<file path="config.mk">
export PLATFORM = sky130hd
export DESIGN_NAME = bus_yield_arbiter
export DESIGN_NICKNAME = d
export VERILOG_FILES = /design/src/rtl/yield_pkg.sv /design/src/rtl/yield_sync.sv /design/src/rtl/yield_gate.sv /design/src/rtl/yield_fsm.sv /design/src/rtl/bus_yield_arbiter.sv
export SDC_FILE = /design/constraint.sdc
export NUM_CORES = 1
export LEC_CHECK = 0
export ABC_AREA = 0
export CAP_MARGIN = 10
export CORE_AREA = 2 2 39 41
export CTS_CLUSTER_SIZE = 28
export DETAILED_ROUTE_END_ITERATION = 7
export DIE_AREA = 0 0 41 43
export RECOVER_POWER = 100
export SETUP_SLACK_MARGIN = 0.5
export SKIP_LAST_GASP = 1
export SLEW_MARGIN = 5
export SYNTH_ARGS = -nofsm -noshare
export SYNTH_HDL_FRONTEND = slang
export SYNTH_SLANG_ARGS = --single-unit
</file>
<file path="constraint.sdc">
create_clock -name clk -period 3.6 [get_ports clk]
set_clock_uncertainty 0.15 [all_clocks]
set_input_delay 0.72 -clock clk [delete_from_list [all_inputs] [get_ports clk]]
set_output_delay 0.72 -clock clk [all_outputs]
set_load 0.005 [all_outputs]
</file>
<file path="src/rtl/yield_pkg.sv">
// Shared types for the bus mastership arbiter.
// Assumes: one state encoding used by the state machine and nothing else.
package yield_pkg;

    // Ownership states of the arbiter.
    typedef enum logic [2:0] {
        ST_IDLE      = 3'd0,  // processor owns the bus, no request seen
        ST_WAIT_END  = 3'd1,  // request seen, waiting for a safe point
        ST_GRANTED   = 3'd2,  // grant driven, waiting for acknowledge
        ST_EXT_OWNER = 3'd3,  // external master owns the bus
        ST_REARM     = 3'd4   // external tenure with a second requester noted
    } own_state_e;

endpackage

</file>
<file path="src/rtl/yield_sync.sv">
// Multi-bit flop-chain synchronizer for asynchronous control inputs.
// Assumes: every bit is a level signal that is independent of the others;
// on reset the chain fills with RST_VAL (the inactive level).
module yield_sync #(
    parameter int                WIDTH   = 2,
    parameter int                STAGES  = 2,
    parameter logic [WIDTH-1:0]  RST_VAL = '1
) (
    input  logic             clk,
    input  logic             rst_n,
    input  logic [WIDTH-1:0] d,
    output logic [WIDTH-1:0] q
);

    logic [WIDTH-1:0] pipe [STAGES];

    genvar g;
    generate
        for (g = 0; g < STAGES; g++) begin : g_stage
            if (g == 0) begin : g_first
                // First stage captures the raw asynchronous input.
                always_ff @(posedge clk) begin
                    if (!rst_n) pipe[g] <= RST_VAL;
                    else        pipe[g] <= d;
                end
            end else begin : g_next
                // Later stages settle metastability one clock at a time.
                always_ff @(posedge clk) begin
                    if (!rst_n) pipe[g] <= RST_VAL;
                    else        pipe[g] <= pipe[g-1];
                end
            end
        end
    endgenerate

    assign q = pipe[STAGES-1];

endmodule

</file>
<file path="src/rtl/yield_gate.sv">
// Grant-blocking rules: tracks whether an operand transfer is open and
// combines that with the lock and show-cycle mode into one permission.
// Assumes: cyc_start, cyc_end, last_cyc and rmw_lock are synchronous to clk.
module yield_gate #(
    parameter int               SHOW_W     = 2,
    parameter logic [SHOW_W-1:0] SHOW_BLOCK = 2'b01
) (
    input  logic              clk,
    input  logic              rst_n,
    input  logic              cyc_start,
    input  logic              cyc_end,
    input  logic              last_cyc,
    input  logic              rmw_lock,
    input  logic [SHOW_W-1:0] show_mode,
    output logic              op_open,
    output logic              allow
);

    logic op_close;
    logic show_blocks;

    assign op_close    = cyc_end && last_cyc;
    assign show_blocks = (show_mode == SHOW_BLOCK);

    // Operand tracker: opens on a cycle start, closes on its last cycle end.
    always_ff @(posedge clk) begin
        if (!rst_n)        op_open <= 1'b0;
        else if (op_close) op_open <= 1'b0;
        else if (cyc_start) op_open <= 1'b1;
    end

    // Permission: no open operand, no cycle starting now, no lock, no blocking mode.
    always_comb begin
        allow = !op_open && !cyc_start && !rmw_lock && !show_blocks;
    end

endmodule

</file>
<file path="src/rtl/yield_fsm.sv">
// Ownership state machine: turns a synchronized request and acknowledge
// plus the permission from the gate into a registered grant and a hold.
// Assumes: req_s and ack_s are active high and already synchronized.
module yield_fsm
    import yield_pkg::*;
(
    input  logic clk,
    input  logic rst_n,
    input  logic req_s,
    input  logic ack_s,
    input  logic allow,
    output logic grant_n,
    output logic hold_cpu
);

    own_state_e state_q, state_d;

    // Next-state selection for the ownership states.
    always_comb begin
        state_d = state_q;
        unique case (state_q)
            ST_IDLE:      if (req_s) state_d = ST_WAIT_END;
            ST_WAIT_END:  begin
                if (!req_s)     state_d = ST_IDLE;
                else if (allow) state_d = ST_GRANTED;
            end
            ST_GRANTED:   begin
                if (ack_s)       state_d = ST_EXT_OWNER;
                else if (!req_s) state_d = ST_IDLE;
            end
            ST_EXT_OWNER: begin
                if (!ack_s)     state_d = ST_IDLE;
                else if (req_s) state_d = ST_REARM;
            end
            ST_REARM:     begin
                if (!ack_s) state_d = req_s ? ST_WAIT_END : ST_IDLE;
            end
            default:      state_d = ST_IDLE;
        endcase
    end

    // State and grant registers; grant is low only in the granted state.
    always_ff @(posedge clk) begin
        if (!rst_n) begin
            state_q <= ST_IDLE;
            grant_n <= 1'b1;
        end else begin
            state_q <= state_d;
            grant_n <= (state_d != ST_GRANTED);
        end
    end

    // Hold the cycle engine while the bus is offered or owned externally.
    always_comb begin
        hold_cpu = (state_q == ST_GRANTED) || (state_q == ST_EXT_OWNER) ||
                   (state_q == ST_REARM);
    end

    // a grant only ever begins while a request was present.
    p_grant_needs_req_r3: assert property (@(posedge clk) disable iff (!rst_n)
        $fell(grant_n) |-> $past(req_s));

    // an acknowledged grant is never still driven a clock later.
    p_ack_drops_grant_r7: assert property (@(posedge clk) disable iff (!rst_n)
        (!grant_n && ack_s) |=> grant_n);

endmodule

</file>
<file path="src/rtl/bus_yield_arbiter.sv">
// Bus mastership arbitration controller: synchronizes the shared request
// and acknowledge inputs, applies the grant-blocking rules, and runs the
// ownership state machine that drives grant and the processor hold.
// Assumes: processor-side status inputs are synchronous to clk.
module bus_yield_arbiter #(
    parameter int                SYNC_STAGES = 2,
    parameter int                SHOW_W      = 2,
    parameter logic [SHOW_W-1:0] SHOW_BLOCK  = 2'b01
) (
    input  logic              clk,
    input  logic              rst_n,
    input  logic              ext_req_n,
    input  logic              grant_ack_n,
    input  logic              cyc_start,
    input  logic              cyc_end,
    input  logic              last_cyc,
    input  logic              rmw_lock,
    input  logic [SHOW_W-1:0] show_mode,
    output logic              grant_n,
    output logic              hold_cpu
);

    localparam int SYNC_W = 2;

    logic [SYNC_W-1:0] raw_n, sync_n;
    logic              req_s, ack_s;
    logic              op_open, allow;

    assign raw_n = {grant_ack_n, ext_req_n};
    assign req_s = !sync_n[0];
    assign ack_s = !sync_n[1];

    yield_sync #(
        .WIDTH   (SYNC_W),
        .STAGES  (SYNC_STAGES),
        .RST_VAL ('1)
    ) sync_i (
        .clk   (clk),
        .rst_n (rst_n),
        .d     (raw_n),
        .q     (sync_n)
    );

    yield_gate #(
        .SHOW_W     (SHOW_W),
        .SHOW_BLOCK (SHOW_BLOCK)
    ) gate_i (
        .clk       (clk),
        .rst_n     (rst_n),
        .cyc_start (cyc_start),
        .cyc_end   (cyc_end),
        .last_cyc  (last_cyc),
        .rmw_lock  (rmw_lock),
        .show_mode (show_mode),
        .op_open   (op_open),
        .allow     (allow)
    );

    yield_fsm fsm_i (
        .clk      (clk),
        .rst_n    (rst_n),
        .req_s    (req_s),
        .ack_s    (ack_s),
        .allow    (allow),
        .grant_n  (grant_n),
        .hold_cpu (hold_cpu)
    );

    // a grant never starts while an operand was open.
    p_no_grant_mid_operand_r4: assert property (@(posedge clk) disable iff (!rst_n)
        $fell(grant_n) |-> !$past(op_open));

    // a grant never starts while the lock was asserted.
    p_no_grant_locked_r5: assert property (@(posedge clk) disable iff (!rst_n)
        $fell(grant_n) |-> !$past(rmw_lock));

    // a grant never starts while the blocking show mode was set.
    p_no_grant_show_r6: assert property (@(posedge clk) disable iff (!rst_n)
        $fell(grant_n) |-> ($past(show_mode) != SHOW_BLOCK));

    // the processor is held whenever grant is driven.
    p_hold_while_granted_r9: assert property (@(posedge clk) disable iff (!rst_n)
        !grant_n |-> hold_cpu);

endmodule

</file>
==> flow_summary.yaml, run 1 <==
status:
  outcome: "complete, no violations"
yosys:
  synth.mux.area_fraction_pct: 0
  synth_area_sq_um: 372.9
  yosys_warnings: 0
  synth_top_family_by_area: "simple AND/OR/NAND/NOR gates"
  synth_seq_cells: 9
  synth.yosys.seq_area_share_pct: 48.32
  post_synth_and_or_nand_nor_area_fraction_pct: 27.85
  gate_count_after_technology_mapping: 36
  mean_instance_size_in_the_synthesized_netlist_sq_um: 10.36
  synth_compound_area_share_pct: 22.82
  synthesis.nets: 46
  synthXorXnorAreaFrac_pct: 0
  synthAdderAreaFrac_pct: 0
  synth.lib_cells_used.distinct: 20
clock_tree:
  clkTransAtPathRegs_ns: 0.06
  cts_root_buf: "sky130_fd_sc_hd__clkbuf_4"
  post_cts.repair.setup_buffers: 0
  cts_inserted_buffers: 3
  cts_htree_levels: 1
  clk_path_buf_depth: 2
  clkSinkCount: 9
  cts_tree: "built"
  clock_latency_ns: 0.26
  cts.repair.resized: 0
  holdBufCountCts: 0
worst_setup_path:
  crit_fanout: 8
  arr_time_crit_path_ns: 1.66
  worstSetupPathType: "reg -> out"
  crit_path_end_kind: "primary output"
  worstSetupStartpointType: "register"
  timing.critical_path.required_ns: 2.73
layout:
  antenna-diode-count: 0
  fin_nets: 62
  signed_area_change_from_the_synthesized_netlist_to_the_final_layout_pct: 41.95
  drive_gt1_share_pct: 11.76
global_routing:
  grt_max_degree: 10
  grt_pass1_wl_um: 1290
  gr-usage-all-layers_pct: 11.20
  first_global_vias: 303
  grt.met2_usage_pct: 16.88
  global_route.usage.met3_pct: 7.853
  grt_total_ovfl: 0
  global_route.peak_usage_layer: "met2"
  globalRouteMet1Util_pct: 11.76
  grt_antenna_before_repair: 0
die:
  initial_utilization_pct: 26.94
  floorplan.die_area_sq_mm: 0.001763
  chipHeight_um: 43
  core_area_sq_mm: 0.001384
  ios: 12
  die_w_um: 41
  rows: 14
drt:
  routed_via_density: 4.925
  drt_iter0_markers: 8
  wl_per_cell_um: 10.69
  drt_wl_total_um: 716
  number_of_detailed_route_iterations_in_the_first_pass: 3
  vias_after_detailed_routing: 330
  detail_route.drc_violations: 0
  antenna_left: 0
power:
  total_power_uw: 201.2
  p_per_area_mw_per_mm2: 380.2
  cell_internal_pwr_uw: 159.2
  ir_worst_vdd_v: 0.0002005
  pwr-share-comb_pct: 9.2
  leakage_power_figure_nw: 0.1959
  power.share.switching_pct: 20.87
  pwr-share-clk_pct: 37.5
  sequentialPowerShare_pct: 53.2
  power.net_switching_uw: 41.98
sta:
  rsz0062_at_grt: "false"
  timing.final.crit_share_pct: 70.19
  worst_slew_pin_slew_ns: 0.3505
  timing.setup.tns_ns: 0
  max_freq_mhz: 395.7
  final_max_slew_viol_count: 0
  report.final.hold_viol_count: 0
  timing.hold.ws_ns: 0.2519
  maxSlewHeadroom_pct: 76.03
  setup_viol_count_final: 0
  fin_crit_ns: 2.527
hold_path:
  holdCritPathClass: "reg -> reg"
placement:
  gp_congestion: 0.6652
  port_buffers: 11
job:
  timing.max_cap.violations: 0
==> synth_stat cells (all sizes together) <==
library cell / instances / area share [%]
a2111oi: 2 / 6.4
o211ai: 1 / 2.0
a31oi: 1 / 1.7
nor3b: 2 / 4.0
and2: 1 / 1.7
dfxtp: 9 / 48
nor3: 1 / 1.3
nor2: 1 / 1.0
nand2: 1 / 1.0
o311a: 2 / 5.4
o21bai: 1 / 2.0
nor2b: 2 / 3.4
and2b: 1 / 2.3
o21ai: 2 / 2.7
inv: 1 / 1.0
nor4b: 1 / 2.3
and4: 1 / 2.3
nand2b: 5 / 8.4
o211a: 1 / 2.7
==> worst paths after layout <==
kind                                        start           endpoint  slack [ns]  depth (start not counted)
worst max-delay path             fsm_i.state_q[2]           hold_cpu        1.07                          3
worst min-delay path            sync_i.pipe[0][1]  sync_i.pipe[1][1]        0.25                          1
worst max register to register   fsm_i.state_q[1]   fsm_i.state_q[1]        2.26                          3
worst min register to register  sync_i.pipe[0][1]  sync_i.pipe[1][1]        0.25                          1
==> per-layer routing <==
metal / routed length [um] / share of wire (%)
met1: 328 / 46
met2: 341 / 48
met3: 46 / 6.4
met4: 0 / 0
met5: 0 / 0
==> critical path: stages, from the launching register on <==
cell	delay, ns
sky130_fd_sc_hd__dfxtp_1	0.43
sky130_fd_sc_hd__nor3b_1	0.26
sky130_fd_sc_hd__o21bai_1	0.14
sky130_fd_sc_hd__dlygate4sd3_1	0.57
==> logic make-up (layout without fill, tap and decap cells) <==
| logic type | after synthesis | count (layout) |
|---|---|---|
| AOI/OAI and AO/OA | 10 | 10 |
| buffers and inverters | 1 | 16 |
| DFF | 9 | 9 |
| and+or+nand+nor | 16 | 16 |
==> sequential cells by signal, indices dropped and copies added (netlist names) <==
signal	count
fsm_i.state_q	3
sync_i.pipe	4
fsm_i.grant_n	1
gate_i.op_open	1
==> through the flow <==
step                instances  util, %  setup WS, ns  cell area [sq um]
floorplan                  36        -         1.980              372.9
global placement           63    36.35         1.428              503.0
detailed placement         63    36.35         1.404              503.0
CTS                        67    38.25         1.113              529.3
global route               67    38.25        0.9760              529.3
finish                     67    38.25         1.073              529.3
==> power by group through the flow <==
stage          clock (mW)  sequential (mW)  combinational, mW
6_report           0.0755            0.107             0.0186
3_5_place_dp            0            0.109             0.0194
4_1_cts            0.0803            0.107             0.0194
2_1_floorplan           0            0.108            0.00691
3_3_place_gp            0            0.109             0.0192
5_1_grt            0.0861            0.108             0.0205
==> layout by cell type (no fill, tap or decap) <==
cell / instances
sky130_fd_sc_hd__a2111oi_2: 1
sky130_fd_sc_hd__a31oi_1: 1
sky130_fd_sc_hd__inv_2: 1
sky130_fd_sc_hd__and2_1: 1
sky130_fd_sc_hd__clkdlybuf4s50_1: 7
sky130_fd_sc_hd__o211ai_1: 1
sky130_fd_sc_hd__clkbuf_4: 3
sky130_fd_sc_hd__dlygate4sd3_1: 4
sky130_fd_sc_hd__and2b_2: 1
sky130_fd_sc_hd__clkbuf_1: 1
sky130_fd_sc_hd__nor2b_1: 2
sky130_fd_sc_hd__nand2_1: 1
sky130_fd_sc_hd__o211a_1: 1
sky130_fd_sc_hd__dfxtp_1: 9
sky130_fd_sc_hd__and4_1: 1
sky130_fd_sc_hd__o311a_1: 2
sky130_fd_sc_hd__nor4b_1: 1
sky130_fd_sc_hd__nand2b_1: 5
sky130_fd_sc_hd__nor3b_1: 2
sky130_fd_sc_hd__nor2_1: 1
sky130_fd_sc_hd__o21bai_1: 1
sky130_fd_sc_hd__a2111oi_0: 1
sky130_fd_sc_hd__o21ai_0: 2
sky130_fd_sc_hd__nor3_1: 1
==> cell type report <==
class / count / area, sq um
clock buffer: 4 / 26.28
fill: 148 / 854.6
inverter: 1 / 3.754
multi-input combinational: 26 / 188.9
sequential: 9 / 180.2
tap: 16 / 20.02
timing repair buffer: 11 / 110.1
(Power assumes the default switching activity.)
==> run 2, diff against run 1 <==
Clock period 3.6 ns to 2.56 ns, I/O delays scaled along.
==> flow_summary.yaml, run 2 (synthesis gave the netlist of run 1 again) <==
sta:
  max_freq_mhz: 523.6
  worst_slew_pin_slew_ns: 0.3540
  fin_crit_ns: 1.910
  maxSlewHeadroom_pct: 75.79
  timing.hold.ws_ns: 0.2531
  final_max_slew_viol_count: 0
  report.final.hold_viol_count: 0
  timing.setup.tns_ns: 0
  rsz0062_at_grt: "false"
  timing.final.crit_share_pct: 74.61
  setup_viol_count_final: 0
power:
  p_per_area_mw_per_mm2: 519.9
  total_power_uw: 281.7
  leakage_power_figure_nw: 0.2043
  ir_worst_vdd_v: 0.0002678
clock_tree:
  clock_latency_ns: 0.26
  clkSinkCount: 9
  cts_tree: "built"
  cts_inserted_buffers: 3
  clk_path_buf_depth: 2
  clkTransAtPathRegs_ns: 0.06
  cts_root_buf: "sky130_fd_sc_hd__clkbuf_4"
  cts_htree_levels: 1
global_routing:
  grt_max_degree: 10
  grt_antenna_before_repair: 0
  first_global_vias: 317
  grt_pass1_wl_um: 1317
  gr-usage-all-layers_pct: 11.50
  grt_total_ovfl: 0
layout:
  fin_nets: 63
  largest_register_ffs: 4
  largest_register_by_flop_count: "sync_i.pipe"
  filler_cell_count: 150
  drive_gt1_share_pct: 19.23
  fin_area_sq_um: 541.8
  layout.cells.most_common: "sky130_fd_sc_hd__clkdlybuf4s50_1"
  antenna-diode-count: 0
  signed_area_change_from_the_synthesized_netlist_to_the_final_layout_pct: 45.30
  registers_with_the_most_flip_flops: "sync_i.pipe (4), fsm_i.state_q (3)"
  final_cell_mix: "sky130_fd_sc_hd__clkdlybuf4s50_1, sky130_fd_sc_hd__dfxtp_1, sky130_fd_sc_hd__nand2b_1"
worst_setup_path:
  worstReg2RegEnd: "fsm_i.state_q[0]"
  worst-r2r-cell-count: 3
  slowest_stage: "sky130_fd_sc_hd__dfxtp_4"
  launch_point_of_the_critical_path: "fsm_i.state_q[2]"
  critical_path.max_stage_delay_ns: 0.38
  timing.critical_path.required_ns: 1.90
  crit_path_cell_trace: "nor3b_1, o21bai_1, dlygate4sd2_1"
  worstSetupPathType: "reg -> out"
  worstReg2RegStart: "gate_i.op_open"
  worstSetupStartpointType: "register"
  crit_buf_inv: 1
  reg2reg_slack_ns: 1.28
  worstSetupPathDepth: 3
  arr_time_crit_path_ns: 1.25
  timing.critical_path.to: "hold_cpu"
  crit_path_end_kind: "primary output"
  crit_family: "flip-flops"
  crit_fanout: 8
die:
  core_area_sq_mm: 0.001384
  die_w_um: 41
  initial_utilization_pct: 26.94
  floorplan.die_area_sq_mm: 0.001763
  rows: 14
  chipHeight_um: 43
  ios: 12
placement:
  gp_congestion: 0.6651
  port_buffers: 11
  detailed_place.area_sq_um: 503.0
drt:
  routed_via_density: 4.809
  drt_iter0_markers: 6
  wl_per_cell_um: 10.75
  detail_route.drc_violations: 0
  drt_wl_total_um: 731
  vias_after_detailed_routing: 327
  number_of_detailed_route_iterations_in_the_first_pass: 2
  antenna_left: 0
hold_path:
  holdCritPathClass: "reg -> reg"
job:
  timing.max_cap.violations: 0
status:
  outcome: "complete, no violations"
==> run 2: cell type report <==
| cell class | count | area [sq um] | area share [%] |
|---|---|---|---|
| clock buffers | 4 | 26.28 | 4.850 |
| inverters | 1 | 3.754 | 0.6928 |
| multi-input cells | 26 | 188.9 | 34.87 |
| flip-flops and latches | 9 | 186.4 | 34.41 |
| well taps | 16 | 20.02 | 3.695 |
| repair buffers | 12 | 116.4 | 21.48 |
==> run 2: routing by layer <==
metal,part of all wire [%],global-route usage (%),routed length (um),vias up
met5,0,0,0,-
met4,0,4.000,0,0
met3,6.3,7.853,46,0
met2,49,18.13,357,8
met1,45,11.44,327,153
li1,-,-,-,166
==> run 2: worst min path at each step <==
stage / start / end / slack [ns] / depth (start not counted)
finish: sync_i.pipe[0][1] / sync_i.pipe[1][1] / 0.25 / 1
detailed placement: sync_i.pipe[0][1] / sync_i.pipe[1][1] / 0.24 / 1
floorplan: sync_i.pipe[0][0] / sync_i.pipe[1][0] / 0.24 / 1
global placement: sync_i.pipe[0][0] / sync_i.pipe[1][0] / 0.24 / 1
CTS: sync_i.pipe[0][1] / sync_i.pipe[1][1] / 0.25 / 1
global route: sync_i.pipe[0][1] / sync_i.pipe[1][1] / 0.29 / 1
==> run 2: timing repair <==
action	CTS	global route
setup buffers	1	0
setup endpoints to repair	1	0
hold buffers	0	0
resized for setup	6	0
==> run 2: power breakdown <==
| group | switching (mW) | internal, mW | total (mW) |
|---|---|---|---|
| combinational | 0.00757 | 0.0185 | 0.0260 |
| clock | 0.0460 | 0.0598 | 0.106 |
| sequential | 0.00508 | 0.145 | 0.150 |
| total | 0.0587 | 0.223 | 0.282 |
==> run 2: worst register-to-register path, cell delays in order (launching register included) <==
cell	delay, ns
sky130_fd_sc_hd__dfxtp_1	0.31
sky130_fd_sc_hd__nor3_1	0.23
sky130_fd_sc_hd__a2111oi_0	0.13
sky130_fd_sc_hd__o311a_1	0.35
==> run 2: stage by stage <==
step	cells	worst slack (ns)	util (%)
4_1_cts	68	0.7118	39.51
3_3_place_gp	63	0.5959	36.35
5_1_grt	68	0.5706	39.15
6_report	68	0.6500	39.15
3_5_place_dp	63	0.5723	36.35
2_1_floorplan	36	1.148	-
